`config.mk`:
```
export PLATFORM = sky130hd
export DESIGN_NAME = nlfsr_decryptor
export DESIGN_NICKNAME = d
export VERILOG_FILES = /design/src/rtl/nlfsr_dec_pkg.sv /design/src/rtl/nlfsr_nlf.sv /design/src/rtl/nlfsr_round.sv /design/src/rtl/nlfsr_ctrl.sv /design/src/rtl/nlfsr_decryptor.sv
export SDC_FILE = /design/constraint.sdc
export NUM_CORES = 1
export LEC_CHECK = 0
export BUFFER_PORTS_ARGS = -buffer_cell sky130_fd_sc_hd__buf_2
export CAP_MARGIN = 10
export CORE_ASPECT_RATIO = 1.5
export CORE_UTILIZATION = 58
export DETAILED_ROUTE_END_ITERATION = 12
export PLACE_DENSITY = 0.83
export SYNTH_ARGS = -nofsm -noshare
export SYNTH_HDL_FRONTEND = slang
export SYNTH_SLANG_ARGS = --single-unit
export TNS_END_PERCENT = 5
```
`constraint.sdc`:
```
create_clock -name clk -period 2.5 [get_ports clk]
set_clock_uncertainty 0.15 [all_clocks]
set_input_delay 0 -clock clk [delete_from_list [all_inputs] [get_ports clk]]
set_output_delay 0 -clock clk [all_outputs]
set_load 0.01 [all_outputs]
```
`src/rtl/nlfsr_dec_pkg.sv`:
```
package nlfsr_dec_pkg;

    localparam int DEF_BLK_W  = 32;
    localparam int DEF_KEY_W  = 64;
    localparam int DEF_ROUNDS = 528;

    localparam int          NLF_IN  = 5;
    localparam logic [31:0] NLF_LUT = 32'h3A5C742E;
    // listed from most significant index bit down
    localparam int NLF_TAP [NLF_IN] = '{30, 25, 19, 8, 0};

    localparam int LIN_TAP_A = 31;
    localparam int LIN_TAP_B = 15;
    localparam int KEY_TAP   = 15;

    typedef enum logic {
        PH_IDLE = 1'b0,
        PH_RUN  = 1'b1
    } phase_e;

endpackage

```
`src/rtl/nlfsr_nlf.sv`:
```
module nlfsr_nlf
    import nlfsr_dec_pkg::*;
#(
    parameter int          IN_W  = NLF_IN,
    parameter logic [31:0] TABLE = NLF_LUT
) (
    input  logic [IN_W-1:0] idx_i,
    output logic            bit_o
);
    localparam int ENTRIES = 1 << IN_W;

    logic [ENTRIES-1:0] table_w;
    assign table_w = TABLE[ENTRIES-1:0];

    always_comb begin
        bit_o = table_w[idx_i];
    end
endmodule

```
`src/rtl/nlfsr_round.sv`:
```
module nlfsr_round
    import nlfsr_dec_pkg::*;
#(
    parameter int BLK_W = DEF_BLK_W
) (
    input  logic [BLK_W-1:0] state_i,
    input  logic             key_bit_i,
    output logic             fb_o
);
    logic [NLF_IN-1:0] idx_w;
    logic              nlf_w;

    // gather the nonlinear taps, first listed tap lands in the top index bit
    for (genvar g = 0; g < NLF_IN; g++) begin : g_tap
        assign idx_w[NLF_IN-1-g] = state_i[NLF_TAP[g]];
    end

    nlfsr_nlf #(
        .IN_W  (NLF_IN),
        .TABLE (NLF_LUT)
    ) u_nlf (
        .idx_i (idx_w),
        .bit_o (nlf_w)
    );

    always_comb begin
        fb_o = state_i[LIN_TAP_A] ^ state_i[LIN_TAP_B] ^ key_bit_i ^ nlf_w;
    end
endmodule

```
`src/rtl/nlfsr_ctrl.sv`:
```
module nlfsr_ctrl
    import nlfsr_dec_pkg::*;
#(
    parameter int ROUNDS = DEF_ROUNDS
) (
    input  logic clk,
    input  logic rst_n,
    input  logic start_i,
    output logic load_o,
    output logic step_o,
    output logic busy_o,
    output logic done_o
);
    localparam int                CNT_W = $clog2(ROUNDS);
    localparam logic [CNT_W-1:0]  LAST  = CNT_W'(ROUNDS - 1);

    typedef struct packed {
        phase_e           phase;
        logic [CNT_W-1:0] rnd;
        logic             done;
    } ctrl_s;

    ctrl_s c_d, c_q;

    always_comb begin
        c_d      = c_q;
        c_d.done = 1'b0;
        load_o   = 1'b0;
        step_o   = 1'b0;
        unique case (c_q.phase)
            PH_IDLE: begin
                if (start_i) begin
                    load_o    = 1'b1;
                    c_d.phase = PH_RUN;
                    c_d.rnd   = '0;
                end
            end
            PH_RUN: begin
                step_o = 1'b1;
                if (c_q.rnd == LAST) begin
                    c_d.phase = PH_IDLE;
                    c_d.done  = 1'b1;
                end else begin
                    c_d.rnd = c_q.rnd + 1'b1;
                end
            end
            default: c_d.phase = PH_IDLE;
        endcase
    end

    always_ff @(posedge clk or negedge rst_n) begin
        if (!rst_n) begin
            c_q <= '{phase: PH_IDLE, rnd: '0, done: 1'b0};
        end else begin
            c_q <= c_d;
        end
    end

    assign busy_o = (c_q.phase == PH_RUN);
    assign done_o = c_q.done;

    assert_done_single_R3: assert property (@(posedge clk) disable iff (!rst_n)
        c_q.done |=> !c_q.done);

    assert_done_idle_R3: assert property (@(posedge clk) disable iff (!rst_n)
        c_q.done |-> (c_q.phase == PH_IDLE));

    assert_fall_gives_done_R3: assert property (@(posedge clk) disable iff (!rst_n)
        $fell(busy_o) |-> c_q.done);

    assert_round_bound_R3: assert property (@(posedge clk) disable iff (!rst_n)
        busy_o |-> (c_q.rnd <= LAST));

    assert_ignore_start_R6: assert property (@(posedge clk) disable iff (!rst_n)
        (busy_o && (c_q.rnd != LAST)) |=>
            (busy_o && (c_q.rnd == $past(c_q.rnd) + 1'b1)));
endmodule

```
`src/rtl/nlfsr_decryptor.sv`:
```
module nlfsr_decryptor
    import nlfsr_dec_pkg::*;
#(
    parameter int BLK_W  = DEF_BLK_W,
    parameter int KEY_W  = DEF_KEY_W,
    parameter int ROUNDS = DEF_ROUNDS
) (
    input  logic             clk,
    input  logic             rst_n,
    input  logic             start_i,
    input  logic [BLK_W-1:0] cipher_i,
    input  logic [KEY_W-1:0] key_i,
    output logic             busy_o,
    output logic             done_o,
    output logic [BLK_W-1:0] plain_o
);
    typedef struct packed {
        logic [BLK_W-1:0] state;
        logic [KEY_W-1:0] key;
    } dp_s;

    dp_s  dp_d, dp_q;
    logic load_w, step_w, fb_w;

    nlfsr_ctrl #(
        .ROUNDS (ROUNDS)
    ) u_ctrl (
        .clk     (clk),
        .rst_n   (rst_n),
        .start_i (start_i),
        .load_o  (load_w),
        .step_o  (step_w),
        .busy_o  (busy_o),
        .done_o  (done_o)
    );

    nlfsr_round #(
        .BLK_W (BLK_W)
    ) u_round (
        .state_i   (dp_q.state),
        .key_bit_i (dp_q.key[KEY_TAP]),
        .fb_o      (fb_w)
    );

    always_comb begin
        dp_d = dp_q;
        if (load_w) begin
            dp_d.state = cipher_i;
            dp_d.key   = key_i;
        end else if (step_w) begin
            dp_d.state = {dp_q.state[BLK_W-2:0], fb_w};
            dp_d.key   = {dp_q.key[KEY_W-2:0], dp_q.key[KEY_W-1]};
        end
    end

    always_ff @(posedge clk or negedge rst_n) begin
        if (!rst_n) begin
            dp_q <= '0;
        end else begin
            dp_q <= dp_d;
        end
    end

    assign plain_o = dp_q.state;

    assert_load_capture_R2: assert property (@(posedge clk) disable iff (!rst_n)
        (start_i && !busy_o) |=> (busy_o && plain_o == $past(cipher_i)));

    assert_hold_idle_R7: assert property (@(posedge clk) disable iff (!rst_n)
        (!busy_o && !start_i) |=> $stable(plain_o));

    assert_shift_R4: assert property (@(posedge clk) disable iff (!rst_n)
        busy_o |=> (plain_o[BLK_W-1:1] == $past(plain_o[BLK_W-2:0])));
endmodule

```
======== Word-level counts from Yosys, hierarchy flattened ========
Memory sizes are Yosys's and may differ from the RTL's.
Cells that the tools add are included.
storage, ports and cells
  register bits ........................... 108
  bits in latches ......................... 0
  memory bits (writable) .................. 0
  bits in read-only memories .............. 32
  bits of input ports ..................... 99
  word-level logic and storage cells ...... 29
  memories ................................ 1
memories
  memory           depth  width  read ports  clocked after Yosys merged registers in  wr ports  RTL line         source
  (no name shown)  32     1      1           0                                        0         nlfsr_nlf.sv:16  bit_o = table_w[idx_i];
operators by class
  add/sub/neg operators ................... 1
  $mul .................................... 0
  divide/modulo/power cells ............... 0
  order comparisons ....................... 1
  equality and inequality tests ........... 3
  shift-type cells ........................ 0
  muxes and demuxes ....................... 12
  bitwise logic cells ..................... 4
  reductions and logical operators ........ 2
operator list
  cell                   count
  $mux 96                2
  $pmux 11 s2            1
  $mux 11                1
  $add 10x1->10 const B  1
  $eq 10x10->1 const B   1
  $mux 10                1
  $mux 1                 7
  $lt 5x6->1 const B     1
  $ne 2x2->1 const B     2
  $xor 1x1->1            3
  $reduce_and 2->1       1
  $reduce_bool 2->1      1
  $not 1->1              1

======== Logic depth before layout (Yosys ltp) ========
  depth in word-level cells ............... 5
  depth in mapped cells ................... 5
  depth with buffers taken out ............ 5

======== Hierarchy ========
Synthesis repeated with hierarchy kept, for this count alone.
second synthesis, totals
  cells, all modules ...................... 526
  area, all modules ....................... 5396.4 um^2
modules (own cells, without submodules)
  module           times used  cells each  area each (um^2)
  nlfsr_decryptor  1           448         4665.7
  nlfsr_ctrl       1           66          645.6
  nlfsr_nlf        1           9           58.8
  nlfsr_round      1           3           26.3

======== Least setup slack after synthesis ========
No wires, ideal clock.
  path kind ............................... register to register
  start ................................... register u_ctrl.c_q[1] (netlist bit)
  end ..................................... register u_ctrl.c_q[9] (netlist bit)
  setup time .............................. 0.125 ns
  arrival time ............................ 1.377 ns
  required time ........................... 2.225 ns
  path slack .............................. 0.848 ns
  stages on the path, launching flop included .. 6
  cells stage by stage .................... dfrtp_1 > ha_1 > o211ai_1 > a31oi_1 > nand3_1 > mux2_4
between the ends
  word-level cells in the longest chain between the ends .. 3
RTL lines
  what                                             RTL line                            source
  from (decl)                                      nlfsr_ctrl.sv:23                    ctrl_s c_d, c_q;
  from (signal assigned)                           nlfsr_ctrl.sv:53                    c_q <= '{phase: PH_IDLE, rnd: '0, done: 1'b0};
  $add 10x1->10 or $eq 10x10->1 (tied branches)    nlfsr_ctrl.sv:44, nlfsr_ctrl.sv:40
  $mux 10 or $ne 2x2->1 (tied branches)            n/a
  $pmux 11 s2 or $reduce_and 2->1 (tied branches)  n/a
Parallel ways exist; a longest one is shown, timed or not. The select of a mux whose other input is x is not followed.
A chain may end at the register's enable or synchronous reset.

======== Worst setup path in the final report ========
Same ends and word-level chain as after synthesis.

==> impl_metrics.json <==
{
  "hold_path_class": "in -> async",
  "post_synth_instance_area_sq_um": 5360,
  "timing.final.setup_violations": 0,
  "largest_net_degree_at_the_start_of_global_routing": 124,
  "drv.max_cap_violation_count": 0,
  "finalNetCount": 806,
  "postSynthCellCount": 526,
  "fraction_of_power_consumed_by_sequential_logic_pct": 46.3,
  "outcome": "completed",
  "place.gp.congestion": 0.766,
  "power_frac_comb_pct": 28.3,
  "fp-row-count": 42,
  "dpl-instance-area_sq_um": 5840,
  "synth.largest_area_cell": "sky130_fd_sc_hd__dfrtp_1",
  "critical_path_required_ns": 2.57,
  "detail_route.drc_violations": 0,
  "largest_family_of_logic_cells_by_synthesized_area": "multiplexers",
  "cts_setup_buffers": 0,
  "synthTopCellsByCount": "sky130_fd_sc_hd__dfrtp_1, sky130_fd_sc_hd__nand2_1, sky130_fd_sc_hd__mux2i_1",
  "grt_setup_unrepaired": "no",
  "post_synth_xor_area_fraction_pct": 1.14,
  "synthDistinctLibCells": 40,
  "worst_ep_arrival_time_ns": 1.94,
  "synth_warnings": 0,
  "hpwl_um": 7140,
  "timing_worst_setup_path_type": "reg -> reg",
  "placeableCoreArea_sq_um": 8880,
  "setup.reg_to_reg.worst_slack_ns": 0.63,
  "drt_pre_antenna_iters": 5,
  "initial_utilization_pct": 60.3,
  "ys.flop_type": "sky130_fd_sc_hd__dfrtp_1",
  "floorplan.die.width_um": 80.5,
  "num-fill-cells": 501,
  "synthAdderAreaFrac_pct": 0.234,
  "grt_pass1_vias": 4649,
  "area.growth.synth_to_final_pct": 33.3,
  "multiInputGateArea_sq_um": 2250,
  "leakage_nw": 3.62,
  "synth_simple_gate_area_share_pct": 10.7,
  "gr-usage-all-layers_pct": 28.4,
  "tritoncts_num_sinks": 108,
  "slew-limit-headroom_pct": 42.4,
  "vias_per_cell": 5.47,
  "path_clk_slew_ns": 0.07,
  "pwr-share-clk_pct": 25.4,
  "htree_num_levels": 3,
  "fin_setup_tns_ns": 0,
  "design.die.area_sq_um": 9630,
  "slew_limit_fails": 0,
  "timing.critical_path.slowest_stage_cell": "sky130_fd_sc_hd__dfrtp_1",
  "die_h_um": 120,
  "synthMuxAreaShare_pct": 18.4,
  "register_area_sq_um": 2710,
  "grt_pass1_wl_um": 21000,
  "fin_crit_sh_pct": 74.7,
  "power_dissipated_by_switching_net_loads_mw": 1.88,
  "synth_compound_gate_area_share_pct": 11.4,
  "ctsRootBufferMaster": "sky130_fd_sc_hd__clkbuf_16",
  "cp-end-kind": "flip-flop",
  "grt_overflow_total": 0,
  "routedWlPerCell_um": 15.8,
  "wirelength_um": 13000,
  "final_hold_viol_count": 0,
  "post-route-cell-area_sq_um": 7140,
  "synth.area.top_cells": "sky130_fd_sc_hd__dfrtp_1, sky130_fd_sc_hd__mux2i_1, sky130_fd_sc_hd__o21ai_1, sky130_fd_sc_hd__nand2_1, sky130_fd_sc_hd__buf_4",
  "cells_traversed_along_the_worst_timing_path": "ha_1 -> o211ai_1 -> a31oi_1 -> nand3_1 -> mux2_4",
  "initial_drc_count": 237,
  "top_count_cell_post_synth": "sky130_fd_sc_hd__dfrtp_1",
  "cts_buffer_depth": 2,
  "number_of_antenna_violations_at_the_first_check_in_global_routing": 1,
  "synth_largest_type_area_fraction_pct": 50.4,
  "p_sw_share_pct": 32.3,
  "critical_path.max_stage_delay_ns": 0.42,
  "clk-insertion-delay-late_ns": 0.34,
  "achievable-frequency_mhz": 536,
  "worst_tran_pin_value_ns": 0.864,
  "p_int_mw": 3.93,
  "portion_of_the_post_synthesis_area_used_by_sequential_elements_pct": 50.4,
  "placement.io_buffers": 132,
  "yosys_register_bits": 108,
  "detailroute.via_count": 4497,
  "synthesized_net_count": 626,
  "syn_area_per_cell_sq_um": 10.2,
  "pin_count": 133,
  "num_cts_buffers": 9,
  "tritoncts": "yes",
  "ir_drop_mv": 0.718,
  "synth_enable_flop_cells": 0,
  "drive_gt1_share_pct": 22.2,
  "power_per_cell_area_nw_per_um2": 814,
  "min_clock_period_post_route_ns": 1.87,
  "type_of_origin_of_the_critical_path": "flip-flop",
  "antenna_left": 0,
  "crit_path_max_fanout": 5,
  "async_reset_ff_share_pct": 100
}
## power groups by stage
stage | Sequential, mW | Clock [mW] | Combinational, mW
finish | 2.69 | 1.48 | 1.64
global route | 2.76 | 1.58 | 1.83
CTS | 2.67 | 1.50 | 1.61
detailed placement | 2.70 | 0 | 1.49
global placement | 2.67 | 0 | 1.44
floorplan | 2.57 | 0 | 1.37
## worst max-delay path, delay by kind of cell, from the launching register on
family,cells,cell delay [ns]
simple gates,1,0.16
flops,1,0.42
compound gates,2,0.46
mux,1,0.31
fa+ha+maj,1,0.25
## placed cells by master (no fill, tap or decap), types with 4 or more instances in the layout
master and n:
sky130_fd_sc_hd__o21ai_0 21, sky130_fd_sc_hd__dfrtp_1 107, sky130_fd_sc_hd__nand3_1 4, sky130_fd_sc_hd__nor2_1 7, sky130_fd_sc_hd__mux2i_1 97, sky130_fd_sc_hd__clkbuf_16 9, sky130_fd_sc_hd__xnor2_1 4, sky130_fd_sc_hd__nand2_1 100
sky130_fd_sc_hd__dlygate4sd3_1 98, sky130_fd_sc_hd__buf_4 5, sky130_fd_sc_hd__o21ai_1 77, sky130_fd_sc_hd__buf_2 130
## path summary, 6_finish.rpt
kind / startpoint / to / cells after the start
worst max-delay path: u_ctrl.c_q[1] / u_ctrl.c_q[9] / 5
worst min-delay path: rst_n / dp_q[8] / 2
worst max register to register: u_ctrl.c_q[1] / u_ctrl.c_q[9] / 5
worst min register to register: dp_q[55] / dp_q[56] / 2
max in group asynchronous: rst_n / plain_o[1] / 3
min in group clk: key_i[44] / dp_q[44] / 4
## routing by layer
layer / vias to the layer above / share of wire [%] / global-route usage, %
met1: 2175 / 40 / 33.6
met3: 34 / 4.4 / 4.56
met4: 0 / 2.9 / 13.1
met5: - / 0 / 0
met2: 147 / 53 / 49.4
li1: 2141 / - / -
## registers in the layout, indices dropped and copies added (netlist names)
register,count
dp_q,64
plain_o,32
u_ctrl.c_q,10
u_ctrl.busy_o,1
u_ctrl.done_o,1
## cell type report
type	count	share of cell area, %
diodes	1	0.0351
clock buffers	13	3.79
clock inverters	3	0.613
inverters	1	0.0526
multi-input cells	350	31.5
flip-flops and latches	108	37.9
well taps	110	1.93
repair buffers	236	24.2
## metrics by stage
stage	utilization, %	worst slack, ns	hold slack, ns	total power, mW	std cells
CTS	80.4	0.652	0.198	5.78	821
finish	80.4	0.633	0.162	5.81	822
global route	80.4	0.535	0.243	6.17	822
detailed placement	65.8	0.669	0.0106	4.19	707
floorplan	-	0.848	-0.446	3.94	526
global placement	65.8	0.743	0.00374	4.10	707
## what timing repair did
item | CTS | global route
setup endpoints to repair | 0 | 0
resized for setup | 0 | 0
hold endpoints to repair | 164 | 0
hold buffers | 98 | 0
## cell families after synthesis
group,Yosys count
AOI/OAI and AO/OA,115
adders and majority gates,1
xor gates and xnor gates,7
muxes,98
and+or+nand+nor,129
buffers and inverters,68
DFF,108
Note: power is estimated with default switching activity, not from simulation.
